## src/rtl/irq_pair_arbiter.sv

```systemverilog
module irq_pair_arbiter #(
  parameter int          AW     = 32,
  parameter logic [7:0]  VEC_TX = 8'd94,
  parameter logic [7:0]  VEC_RX = 8'd98
) (
  input  logic          clk,
  input  logic          rst_n,
  input  logic          tx_empty_evt_i,
  input  logic          rx_full_evt_i,
  input  logic          cfg_we_i,
  input  logic [1:0]    cfg_addr_i,
  input  logic [7:0]    cfg_wdata_i,
  output logic [7:0]    cfg_rdata_o,
  input  logic          cpu_ie_i,
  input  logic [2:0]    cpu_mask_i,
  input  logic          urgent_i,
  input  logic [AW-1:0] vec_base_i,
  output logic          irq_req_o,
  output logic [7:0]    irq_vec_o,
  output logic [AW-1:0] irq_addr_o
);
  localparam logic [1:0] A_FLAG = 2'd0;
  localparam logic [1:0] A_EN   = 2'd1;
  localparam logic [1:0] A_LVL  = 2'd2;

  logic       flag_tx, flag_rx, en_tx, en_rx;
  logic [2:0] lvl_tx, lvl_rx;

  logic clr_tx, clr_rx;
  assign clr_tx = cfg_we_i && cfg_addr_i == A_FLAG && cfg_wdata_i[0];
  assign clr_rx = cfg_we_i && cfg_addr_i == A_FLAG && cfg_wdata_i[1];

  always_ff @(posedge clk or negedge rst_n) begin
    if (!rst_n) begin
      flag_tx <= 1'b0;
      flag_rx <= 1'b0;
    end else begin
      flag_tx <= tx_empty_evt_i | (flag_tx & ~clr_tx);
      flag_rx <= rx_full_evt_i  | (flag_rx & ~clr_rx);
    end
  end

  always_ff @(posedge clk or negedge rst_n) begin
    if (!rst_n) begin
      en_tx  <= 1'b0;
      en_rx  <= 1'b0;
      lvl_tx <= 3'd0;
      lvl_rx <= 3'd0;
    end else if (cfg_we_i) begin
      if (cfg_addr_i == A_EN) begin
        en_tx <= cfg_wdata_i[0];
        en_rx <= cfg_wdata_i[1];
      end
      if (cfg_addr_i == A_LVL) begin
        lvl_tx <= cfg_wdata_i[2:0];
        lvl_rx <= cfg_wdata_i[6:4];
      end
    end
  end

  logic unused_wbits;
  assign unused_wbits = cfg_wdata_i[7] ^ cfg_wdata_i[3];

  always_comb begin
    case (cfg_addr_i)
      A_FLAG:  cfg_rdata_o = {6'd0, flag_rx, flag_tx};
      A_EN:    cfg_rdata_o = {6'd0, en_rx, en_tx};
      A_LVL:   cfg_rdata_o = {1'b0, lvl_rx, 1'b0, lvl_tx};
      default: cfg_rdata_o = 8'd0;
    endcase
  end

  logic          cand_tx, cand_rx, rx_wins, take;
  logic [2:0]    win_lvl;
  logic [7:0]    nxt_vec;
  logic [AW-1:0] nxt_addr;

  assign cand_tx  = flag_tx & en_tx;
  assign cand_rx  = flag_rx & en_rx;
  assign rx_wins  = cand_rx & (~cand_tx | (lvl_rx > lvl_tx));
  assign win_lvl  = rx_wins ? lvl_rx : lvl_tx;
  assign take     = (cand_tx | cand_rx) & cpu_ie_i & ~urgent_i & (win_lvl > cpu_mask_i);
  assign nxt_vec  = take ? (rx_wins ? VEC_RX : VEC_TX) : 8'd0;
  assign nxt_addr = take ? vec_base_i + AW'({nxt_vec, 2'b00}) : '0;

  always_ff @(posedge clk or negedge rst_n) begin
    if (!rst_n) begin
      irq_req_o  <= 1'b0;
      irq_vec_o  <= 8'd0;
      irq_addr_o <= '0;
    end else begin
      irq_req_o  <= take;
      irq_vec_o  <= nxt_vec;
      irq_addr_o <= nxt_addr;
    end
  end

  assert_evt_sets_tx_R1: assert property (@(posedge clk) disable iff (!rst_n)
    tx_empty_evt_i |=> flag_tx);
  assert_evt_sets_rx_R1: assert property (@(posedge clk) disable iff (!rst_n)
    rx_full_evt_i |=> flag_rx);
  assert_set_beats_clear_R2: assert property (@(posedge clk) disable iff (!rst_n)
    (rx_full_evt_i && clr_rx) |=> flag_rx);
  assert_enable_gates_R3: assert property (@(posedge clk) disable iff (!rst_n)
    (irq_req_o && irq_vec_o == VEC_TX) |-> $past(en_tx && flag_tx));
  assert_tie_to_tx_R5: assert property (@(posedge clk) disable iff (!rst_n)
    (cand_tx && cand_rx && lvl_tx == lvl_rx) |=> (!irq_req_o || irq_vec_o == VEC_TX));
  assert_needs_ie_R6: assert property (@(posedge clk) disable iff (!rst_n)
    irq_req_o |-> $past(cpu_ie_i));
  assert_urgent_blocks_R7: assert property (@(posedge clk) disable iff (!rst_n)
    urgent_i |=> !irq_req_o);
  assert_vec_legal_R8: assert property (@(posedge clk) disable iff (!rst_n)
    irq_req_o |-> (irq_vec_o == VEC_TX || irq_vec_o == VEC_RX));
  assert_idle_zero_R8: assert property (@(posedge clk) disable iff (!rst_n)
    !irq_req_o |-> (irq_vec_o == 8'd0 && irq_addr_o == '0));
endmodule

```

## config.mk

```make
export PLATFORM = sky130hd
export DESIGN_NAME = irq_pair_arbiter
export DESIGN_NICKNAME = d
export VERILOG_FILES = /design/src/rtl/irq_pair_arbiter.sv
export SDC_FILE = /design/constraint.sdc
export NUM_CORES = 1
export LEC_CHECK = 0
export CAP_MARGIN = 20
export CORE_MARGIN = 5
export CORE_UTILIZATION = 47
export DETAILED_ROUTE_END_ITERATION = 16
export GPL_ROUTABILITY_DRIVEN = 1
export PLACE_DENSITY = 0.83
export SYNTH_ARGS = -nofsm -noshare
export SYNTH_HDL_FRONTEND = slang
export SYNTH_SLANG_ARGS = --single-unit
```

## constraint.sdc

```tcl
create_clock -name clk -period 13.15 [get_ports clk]
set_input_delay 2.63 -clock clk [delete_from_list [all_inputs] [get_ports clk]]
set_output_delay 2.63 -clock clk [all_outputs]
set_load 0.01 [all_outputs]
```

After elaboration in Yosys (flattened, before gate mapping). Cells that the tools add are included. Widths: inputs -> output; s select.

$add $sub $neg: 1. Muxes and demuxes: 5. Equal/unequal tests: 2. Reductions and logical operators: 6. $lt $le $gt $ge: 2. Bitwise logic cells: 16.

Operator list (count): $add 32x9->32 (1); $mux 32 (1); $pmux 7 s3 (1); $and 1x1->1 (8); $mux 7 (1); $gt 3x3->1 (2); $mux 6 (1); $not 1->1 (4); $or 1x1->1 (4); $reduce_and 2->1 (2); $logic_and 1x1->1 (3); $mux 3 (1); $eq 2x1->1 const B (1); $eq 2x2->1 const B (1); $logic_not 2->1 (1).

Register bits: 50. Input bits: 52.

Depth between registers and ports, before layout. Gate-level depths: netlist (run 1).

Depth in word-level cells: 10. Gate-level depth with buffers: 22. Mapped depth without buffers: 21.

Worst setup path after synthesis (run 1). Ideal clock, no wire load.

Path kind: input port to output port. Start point: input cfg_addr_i[1]. End point: output cfg_rdata_o[2]. Stages on the path: 3. Setup slack: 7.257 ns. Arrival time: 3.263 ns. Buffers on the path: 1. Data required time: 10.520 ns. Cells stage by stage: clkbuf_1 -> nor2b_1 -> and2_1.

Word-level cells in the longest chain between the ends: 2. Elaborated cells on any way between the ends: 4.

Ends and longest elaborated chain: start: declaration (line 11) `input logic [1:0] cfg_addr_i,`; $eq 2x2->1 (tied with other cells) (line 65) `case (cfg_addr_i)`; $pmux 7 s3 * (line 65); end: declaration (line 13) `output logic [7:0] cfg_rdata_o,`.

Mark *: on every way between the ends. The rest lies on a longest branch, timed or not.

Final worst setup path (run 1).
Start point: input cfg_addr_i[1]. End point: output cfg_rdata_o[5].

Same word-level chain as after synthesis.

==> out/qor.csv, run 1 <==
stage,metric,value,unit
clocking,CTS resizes,0,
clocking,CTS tree,built,
timing,minimum clock period,6910,ps
floorplanning,CORE AREA,5170,um2
yosys,cell accounting for the most synthesized area,dfrtp_1,
min_path,hold crit path type,reg2reg,
final_layout,Layout area overhead,42.5,%
setup_path,CP endpoint kind,primary output,
floorplanning,Initial Utilization,0.487,
clocking,clk sinks,45,
final_layout,nets@finish,412,
pwr,Final Total Pwr,357,uW
pwr,leakage,0.00153,uW
clocking,Post-CTS Setup Inserts,0,
min_path,worst hold start,flag_tx,
min_path,Min-Delay Endpoint,flag_tx,
grt,first-pass GRT wire length,10.3,mm
grt,largest net degree at the start of global routing,46,
yosys,Syn. warnings,0,
final_layout,fraction of layout cells with a size suffix above 1,0.0831,
timing,Final Hold Vio Count,0,
timing,Final Skew,8.30,ps
route,wire per inst,14.6,um
timing,Final Setup Violations,0,
yosys,"Cell Area, Synth",2520,um2
placed_design,PortBufs,94,
yosys,sequential area share after synthesis,0.447,
setup_path,crit start category,primary input,
route,Detail Route Antenna Nets,0,
yosys,"top cells by area, synth","dfrtp_1, ha_1, mux2_2",
clocking,clock buffer depth,2,
floorplanning,I/O pin count,101,
route,first drt pass iteration count,4,
clocking,Clock Pin Slew Worst Setup and Hold Paths,80,ps
setup_path,critical path type,in2out,
yosys,Synth Instances,254,
grt,number of global-route vias before repair,2170,
setup_path,critical path arrival,4280,ps
outcome,status,finished clean,
yosys,syn_area_per_cell,9.92,um2
floorplanning,Die H,83.2,um
setup_path,data required time at the worst endpoint,10520,ps
clocking,cts hold-fix bufs,0,
timing,Rel. slew slack,0.657,
min_path,Hold Path Cell Cnt,1,
route,Via Count,2152,
timing,Final Max Slew Viols,0,
yosys,#FFs+latches synth,45,
grt,global-route usage over all layers,0.180,
route,overall routed net length,6.11,mm
placed_design,DP HPWL,4.79,mm
grt,initial antenna violation count,0,
timing,unrepaired setup endpoints after global routing,false,
timing,Max Fclk,145,MHz
yosys,Synth top area share,0.447,
floorplanning,row cnt,26,
setup_path,"setup slack, reg-to-reg",8040,ps
final_layout,number of diodes,0,
setup_path,Worst setup startpoint,cfg_addr_i[1],
setup_path,r2r endpoint,irq_addr_o[27],
placed_design,Placer Congestion,0.862,
yosys,number of enable flip-flop cells after synthesis,0,
clocking,total CTS buffers,5,
clocking,clock latency on the worst-skew pair,290,ps
pwr,P per Cell Area,99.5,nW/um2
clocking,root buffer cell,clkbuf_8,
timing,setup TNS,0,ps
setup_path,crit-path max FO,7,
floorplanning,Die X,83.2,um
yosys,top post-synthesis cells by count,"dfrtp_1, nor2_1, nand2_1, xnor2_1, ha_1",
route,Via-to-Cell Ratio,5.14,
pwr,Worst VDD drop,0.0472,mV
floorplanning,DIE AREA,6920,um2
final_layout,fill count,400,
setup_path,R2R depth,20,
route,DRT iter0 DRCs,99,
route,# DRC,0,
yosys,top-count cell post-synth,dfrtp_1,
flow_run,number of max-cap violations,0,
timing,worst slew pin tran,502,ps
yosys,Cell variety after synth,50,
timing,period utilisation layout,0.526,
grt,Overflow after GRT,0,
yosys,Post-synth ARST share,1.00,
yosys,Most used DFF post-synth,dfrtp_1,
setup_path,r2r startpoint,lvl_tx[1],
clocking,H-Tree Depth,2,
[logic make-up after synthesis]
logic type,synth area share
muxes,0.0566
buffers and inverters,0.0462
xor gates and xnor gates,0.0626
adders and majority gates,0.0626
DFF,0.447
other,0.00149
AOI/OAI and AO/OA,0.126
and+or+nand+nor,0.197
[critical path, stage by stage]
cell and delay (ps):
clkdlybuf4s50_1 600, nor2b_1 340, and2_1 180, clkdlybuf4s50_1 530
[routing by layer]
| metal | track usage | wire length [um] | vias up |
|---|---|---|---|
| met5 | 0 | 0 | - |
| met4 | 0.0669 | 145 | 0 |
| met3 | 0.0267 | 300 | 11 |
| met2 | 0.319 | 3120 | 65 |
| met1 | 0.220 | 2540 | 1007 |
| li1 | - | - | 1069 |
[how the worst max path moves through the flow]
stage                                 to  slack, ps  cells past startpoint
final                     cfg_rdata_o[5]       6240                      4
after global routing      cfg_rdata_o[5]       6180                      4
after CTS                 cfg_rdata_o[5]       6250                      4
after detailed placement  cfg_rdata_o[5]       6260                      4
after global placement    cfg_rdata_o[2]       6280                      4
after floorplan           cfg_rdata_o[2]       7260                      3
[layout by cell type (no fill, tap or decap), types with 2 or more instances in the layout]
| cell type | count |
|---|---|
| and2_1 | 5 |
| a31oi_1 | 3 |
| o21ai_1 | 4 |
| o21ai_0 | 5 |
| and3_1 | 2 |
| nand3_1 | 6 |
| o31a_1 | 2 |
| clkbuf_8 | 5 |
| nor2b_1 | 3 |
| ha_1 | 11 |
| a2111oi_1 | 3 |
| nand3b_1 | 3 |
| clkdlybuf4s50_1 | 93 |
| mux2_2 | 10 |
| nor3b_1 | 2 |
| mux2i_1 | 3 |
| xor2_1 | 6 |
| xnor2_1 | 12 |
| a211oi_1 | 3 |
| conb_1 | 4 |
| dfrtp_1 | 45 |
| nor3_1 | 7 |
| or3_1 | 2 |
| clkinv_2 | 2 |
| o21a_1 | 2 |
| nor2_1 | 28 |
| a21oi_1 | 9 |
| nand2_1 | 23 |
| and4_1 | 2 |
| and3_2 | 3 |
| nand4_1 | 6 |
| a41o_1 | 2 |
| inv_1 | 10 |
| a21o_1 | 2 |
[through the flow]
stage / setup WS, ps / hold slack, ps / utilization / std cells / instance area (um2)
finish: 6240 / 533 / 0.694 / 419 / 3590
global route: 6180 / 558 / 0.694 / 419 / 3590
CTS: 6250 / 526 / 0.690 / 418 / 3570
detailed placement: 6260 / 507 / 0.674 / 410 / 3490
global placement: 6280 / 496 / 0.674 / 410 / 3490
floorplan: 7260 / 471 / - / 257 / 2530
[sequential cells by signal, indices dropped and copies added (netlist names)]
signal      count
en_rx           1
lvl_rx          3
flag_tx         1
en_tx           1
flag_rx         1
lvl_tx          3
irq_vec_o       3
irq_addr_o     32
[final cells by class]
class	count	area [um2]	area share
inverter	11	41.3	0.0115
timing repair buffer	96	963	0.268
tap	70	87.6	0.0244
multi-input combinational	189	1290	0.359
sequential	45	1130	0.314
clock buffer	6	72.6	0.0202
clock inverter	2	10.0	0.00279
[report_power, final]
group	internal [uW]	switching [uW]	total, uW
registers	151	7.31	158
logic	61.0	55.6	117
clock network	36.9	45.4	82.3
total	249	108	357
Note: power is estimated with default switching activity, not from simulation.
==> run 2, diff against run 1 <==
--- a/config.mk
+++ b/config.mk
@@ -7,10 +7,10 @@
 export LEC_CHECK = 0
 export CAP_MARGIN = 20
 export CORE_MARGIN = 5
-export CORE_UTILIZATION = 47
+export CORE_UTILIZATION = 39
 export DETAILED_ROUTE_END_ITERATION = 16
 export GPL_ROUTABILITY_DRIVEN = 1
-export PLACE_DENSITY = 0.83
+export PLACE_DENSITY = 0.73
 export SYNTH_ARGS = -nofsm -noshare
 export SYNTH_HDL_FRONTEND = slang
 export SYNTH_SLANG_ARGS = --single-unit
==> constraint.sdc (replaced) <==
create_clock -name clk -period 6.3 [get_ports clk]
set_input_delay 1.26 -clock clk [delete_from_list [all_inputs] [get_ports clk]]
set_output_delay 1.26 -clock clk [all_outputs]
set_load 0.01 [all_outputs]
==> run 2 against run 1 <==
Against the previous run: non-clock buffer count did not move; utilization down 12 points; power rose by 110%; first-iteration DRC count is 41% lower; sequential cell count stayed put; combinational power is 110% higher; routed wire length increased by 4.6%; cell count increased by 1.4%; clock power increased by 130%; highest routed layer unchanged.
==> out/qor.csv, run 2 (synthesis gave the netlist of run 1 again) <==
stage,metric,value,unit
setup_path,R2R depth,20,
grt,global-route usage over all layers,0.160,
setup_path,CP endpoint kind,register,
setup_path,critical path arrival,5310,ps
flow_run,number of max-cap violations,0,
clocking,CTS tree,built,
timing,setup ws final,1230,ps
setup_path,r2r endpoint,irq_addr_o[29],
timing,minimum clock period,5070,ps
clocking,Post-CTS Setup Inserts,0,
timing,period utilisation layout,0.805,
grt,busiest grt layer,met2,
clocking,H-Tree Depth,2,
setup_path,crit start category,register,
floorplanning,Die H,90.4,um
clocking,root buffer cell,clkbuf_8,
clocking,cts hold-fix bufs,0,
route,Via-to-Cell Ratio,5.08,
setup_path,"setup slack, reg-to-reg",1230,ps
setup_path,most frequent CP cell,ha_1,
timing,unrepaired setup endpoints after global routing,false,
final_layout,"commonest non-fill, non-tap cell in the layout",clkdlybuf4s50_1,
timing,Rel. slew slack,0.658,
grt,met3 Use GR,0.0267,
final_layout,Biggest register,irq_addr_o,
route,first drt pass iteration count,4,
grt,met2 usage,0.293,
final_layout,nets@finish,412,
grt,Overflow after GRT,0,
route,wire per inst,15.0,um
min_path,Hold Path Cell Cnt,1,
pwr,P per Cell Area,211,nW/um2
final_layout,fill count,565,
grt,initial antenna violation count,0,
grt,first-pass GRT wire length,10.7,mm
route,# DRC,0,
timing,Final Max Slew Viols,0,
pwr,leakage,0.00153,uW
timing,setup TNS,0,ps
setup_path,crit-path max FO,8,
clocking,total CTS buffers,5,
route,overall routed net length,6.40,mm
min_path,Min-Delay Endpoint,flag_tx,
timing,Max Fclk,197,MHz
outcome,status,finished clean,
timing,Final Setup Violations,0,
floorplanning,I/O pin count,101,
placed_design,DP HPWL,4.99,mm
final_layout,most frequent cells in the layout,"clkdlybuf4s50_1, dfrtp_1, nor2_1, nand2_1, xnor2_1",
placed_design,dpl ws,1220,ps
setup_path,r2r startpoint,lvl_tx[1],
setup_path,critical path type,reg2reg,
setup_path,CP bufs+invs,2,
timing,worst slew pin tran,501,ps
route,Detail Route Antenna Nets,0,
route,DRT iter0 DRCs,58,
route,Via Count,2161,
setup_path,Worst path max stage delay,410,ps
clocking,Clock Pin Slew Worst Setup and Hold Paths,90,ps
floorplanning,row cnt,29,
clocking,clock latency on the worst-skew pair,300,ps
setup_path,Crit path depth,20,
grt,M1 GR Usage,0.182,
clocking,clock buffer depth,2,
min_path,worst hold start,flag_tx,
placed_design,PortBufs,94,
final_layout,number of flip-flops in the largest register,32,
pwr,Worst VDD drop,0.0994,mV
setup_path,worst path cell trace,inv_1 -> ha_1 -> a21o_1 -> a21oi_1 -> a31oi_1 -> o21bai_2 -> mux2_2 -> ha_1 -> and3_1 -> a2111oi_4 -> nand2_1 -> inv_1 -> and2_1 -> ha_1 -> nor2b_1 -> o31a_1 -> o311a_1 -> and2b_1 -> a31oi_1 -> a41o_1,
setup_path,"CP delay by family, top",compound AO/OA/AOI/OAI gates,
final_layout,number of diodes,0,
min_path,hold crit path type,reg2reg,
setup_path,CP max stage cell,dfrtp_1,
floorplanning,Die X,90.4,um
grt,number of global-route vias before repair,2201,
grt,largest net degree at the start of global routing,46,
floorplanning,Initial Utilization,0.399,
final_layout,Layout area overhead,43.1,%
setup_path,data required time at the worst endpoint,6550,ps
final_layout,fraction of layout cells with a size suffix above 1,0.0833,
placed_design,Placer Congestion,0.845,
clocking,CTS resizes,0,
floorplanning,DIE AREA,8160,um2
timing,Final Hold Vio Count,0,
timing,Final Skew,9.88,ps
floorplanning,CORE AREA,6310,um2
clocking,clk sinks,45,
==> run 2: cell count changes in the layout (fill, tap and decap cells not counted) <==
cell,previous run,this run
clkbuf_1,1,0
clkinv_2,2,0
clkinvlp_4,0,1
clkbuf_8,5,6
==> run 2: final cells by class <==
cell class	count	area, um2	share of cell area
inverters	11	41.3	0.0115
flip-flops and latches	45	1130	0.312
well taps	77	96.3	0.0267
clock inverters	1	7.51	0.00208
repair buffers	96	963	0.267
clock buffers	6	82.6	0.0229
multi-input cells	189	1290	0.357
==> run 2: power breakdown <==
part | internal, uW | switching [uW] | total [uW]
logic | 127 | 116 | 243
clock network | 86.9 | 100 | 187
registers | 315 | 14.8 | 329
==> run 2: per-layer routing <==
layer | vias to the layer above | share of wire | routed length, um
li1 | 1073 | - | -
met1 | 1024 | 0.41 | 2610
met2 | 55 | 0.53 | 3390
met3 | 9 | 0.043 | 277
met4 | 0 | 0.018 | 114
met5 | - | 0 | 0
==> run 2: worst register-to-register path, delay by kind of cell (launching register included) <==
kind | cells | cell delay, ps
AOI/OAI and AO/OA | 9 | 2000
adders and majority gates | 3 | 880
buffers and inverters | 2 | 320
DFF | 1 | 410
muxes | 1 | 380
and+or+nand+nor | 5 | 1020
==> run 2: metrics by stage <==
step | util | cells | hold slack (ps) | cell area, um2 | power [uW]
4_1_cts | 0.568 | 424 | 521 | 3580 | 768
2_1_floorplan | - | 257 | 471 | 2530 | 466
5_1_grt | 0.571 | 425 | 541 | 3600 | 804
3_3_place_gp | 0.554 | 417 | 498 | 3490 | 573
6_report | 0.571 | 425 | 515 | 3600 | 760
3_5_place_dp | 0.554 | 417 | 503 | 3490 | 580
==> run 2: worst max-delay path by stage <==
| stage | start | slack, ps | endpoint |
|---|---|---|---|
| 3_3_place_gp | cpu_mask_i[1] | 1250 | irq_addr_o[29] |
| 5_1_grt | lvl_tx[1] | 860 | irq_addr_o[29] |
| 4_1_cts | lvl_tx[1] | 1210 | irq_addr_o[29] |
| 3_5_place_dp | cpu_mask_i[1] | 1220 | irq_addr_o[29] |
| 2_1_floorplan | lvl_tx[1] | 1820 | irq_addr_o[27] |
| 6_report | lvl_tx[1] | 1230 | irq_addr_o[29] |
==> run 3, diff against run 2 <==
--- a/config.mk
+++ b/config.mk
@@ -7,10 +7,10 @@
 export LEC_CHECK = 0
 export CAP_MARGIN = 20
 export CORE_MARGIN = 5
-export CORE_UTILIZATION = 39
+export CORE_UTILIZATION = 44
 export DETAILED_ROUTE_END_ITERATION = 16
 export GPL_ROUTABILITY_DRIVEN = 1
-export PLACE_DENSITY = 0.73
+export PLACE_DENSITY = 0.78
 export SYNTH_ARGS = -nofsm -noshare
 export SYNTH_HDL_FRONTEND = slang
 export SYNTH_SLANG_ARGS = --single-unit
==> constraint.sdc (replaced) <==
create_clock -name clk -period 4.73 [get_ports clk]
set_input_delay 0.946 -clock clk [delete_from_list [all_inputs] [get_ports clk]]
set_output_delay 0.946 -clock clk [all_outputs]
set_load 0.01 [all_outputs]
==> run 3 against run 2 <==
Against the previous run: cell count grew 2.1%; die area shrank 10%; count of clock-buffer cells in the layout grew 1; clock power grew 59%; first-iteration DRC count grew 31%; critical path depth is the same; sequential cell count is the same; combinational power grew 56%; worst hold slack lost 52 ps; largest cell class unchanged; largest power group unchanged; highest routed layer unchanged.
==> out/qor.csv, run 3 (synthesis gave the netlist of run 1 again) <==
stage,metric,value,unit
outcome,status,finished clean,
route,DRT iter0 DRCs,76,
grt,initial antenna violation count,0,
final_layout,number of flip-flops in the largest register,32,
clocking,clk sinks,45,
route,Via-to-Cell Ratio,5.18,
clocking,cts hold-fix bufs,0,
timing,Max Fclk,220,MHz
setup_path,crit-path max FO,6,
route,Via Count,2249,
final_layout,final instance area,3810,um2
timing,minimum clock period,4550,ps
final_layout,Biggest register,irq_addr_o,
clocking,clock buffer depth,2,
clocking,Clock Pin Slew Worst Setup and Hold Paths,80,ps
final_layout,number of diodes,0,
pwr,Worst VDD drop,0.197,mV
placed_design,Area after DPL,3520,um2
placed_design,PortBufs,94,
floorplanning,Initial Utilization,0.455,
setup_path,critical path arrival,4730,ps
floorplanning,DIE AREA,7340,um2
grt,Overflow after GRT,0,
final_layout,most frequent cells in the layout,"clkdlybuf4s50_1, dfrtp_1, nor2_1, nand2_1, buf_4",
setup_path,critical path type,reg2reg,
route,# DRC,0,
timing,setup TNS,0,ps
pwr,Final Total Pwr,1120,uW
setup_path,crit start category,register,
placed_design,Placer Congestion,0.879,
min_path,hold crit path type,in2async,
final_layout,Layout area overhead,51.2,%
clocking,CTS tree,built,
clocking,clock latency on the worst-skew pair,290,ps
placed_design,DP HPWL,4.91,mm
floorplanning,CORE AREA,5540,um2
clocking,total CTS buffers,5,
floorplanning,Die X,85.7,um
grt,largest net degree at the start of global routing,46,
clocking,root buffer cell,clkbuf_8,
setup_path,CP endpoint kind,register,
setup_path,data required time at the worst endpoint,4910,ps
grt,global-route usage over all layers,0.177,
grt,first-pass GRT wire length,10.5,mm
timing,Final Max Slew Viols,0,
route,first drt pass iteration count,4,
clocking,H-Tree Depth,2,
floorplanning,row cnt,27,
timing,Final Setup Violations,0,
route,wire per inst,14.8,um
floorplanning,I/O pin count,101,
route,overall routed net length,6.43,mm
final_layout,fraction of layout cells with a size suffix above 1,0.157,
timing,Rel. slew slack,0.558,
timing,Final Hold Vio Count,0,
floorplanning,Die H,85.7,um
final_layout,fill count,427,
route,Detail Route Antenna Nets,0,
pwr,leakage,0.00160,uW
flow_run,number of max-cap violations,0,
timing,period utilisation layout,0.962,
final_layout,"commonest non-fill, non-tap cell in the layout",clkdlybuf4s50_1,
grt,number of global-route vias before repair,2234,
timing,worst slew pin tran,646,ps
timing,Final Skew,3.31,ps
final_layout,nets@finish,425,
pwr,P per Cell Area,294,nW/um2
-- run 3: cell count changes in the layout (fill, tap and decap cells not counted), sizes merged --
cell and change:
clkbuf +1, clkinvlp -1, buf +13, bufinv +1
-- run 3: repair_timing --
action | CTS | global route
gates resized for setup | 1 | 15
endpoints found under the setup margin | 1 | 23
pin swaps | 1 | 11
buffers inserted | 1 | 8
hold endpoints to repair | 0 | 0
-- run 3: report_power, final --
group          internal, uW  switching [uW]  leakage, uW
Sequential              419            21.7     0.000597
Clock                   172             125    0.0000585
Combinational           208             173     0.000948
Total                   799             320      0.00160
-- run 3: metal layers --
layer  routed length [um]  GRT usage  up-vias
met2                 3260      0.298       64
met4                  210     0.0806        0
met3                  332     0.0384       17
met5                    0          0        -
met1                 2630      0.215     1068
li1                     -          -     1100
-- run 3: path summary, 6_finish.rpt --
| path | startpoint | end | slack [ps] | depth (start not counted) |
|---|---|---|---|---|
| max in group asynchronous | rst_n | irq_addr_o[3] | 3830 | 2 |
| worst max register to register | lvl_tx[1] | irq_addr_o[27] | 180 | 20 |
| worst min register to register | flag_tx | flag_tx | 520 | 1 |
| min in group clk | flag_tx | flag_tx | 520 | 1 |
| worst min-delay path | rst_n | lvl_tx[2] | 460 | 1 |
| worst max-delay path | lvl_tx[1] | irq_addr_o[27] | 180 | 20 |
-- run 3: cell type report --
type,instances,area [um2],share of cell area
multi-input combinational,189,1370,0.361
clock inverter,1,30.0,0.00788
tap,72,90.1,0.0237
inverter,11,41.3,0.0108
clock buffer,7,86.3,0.0227
sequential,45,1130,0.296
timing repair buffer,109,1060,0.279
-- run 3: metrics by stage --
stage               utilization  hold WS, ps  std cells  worst slack (ps)
finish                    0.687          464        434               181
global route              0.687          452        434             -52.5
CTS                       0.659          523        425              23.7
detailed placement        0.635          503        416              7.35
global placement          0.635          502        416               181
floorplan                     -          471        257               252
-- run 3: critical path, stage by stage, from the launching register on --
cell and delay [ps]:
dfrtp_1 420, inv_2 60, ha_4 240, a21o_1 160
a21oi_2 110, a31oi_1 60, o21bai_2 240, buf_4 160
mux2i_1 190, ha_1 260, and3_4 180, a2111oi_4 370
nand2_2 120, inv_2 100, and2_4 170, ha_1 230
nor2b_2 170, o31a_1 300, o311a_4 390, and2b_2 250
a41o_1 240
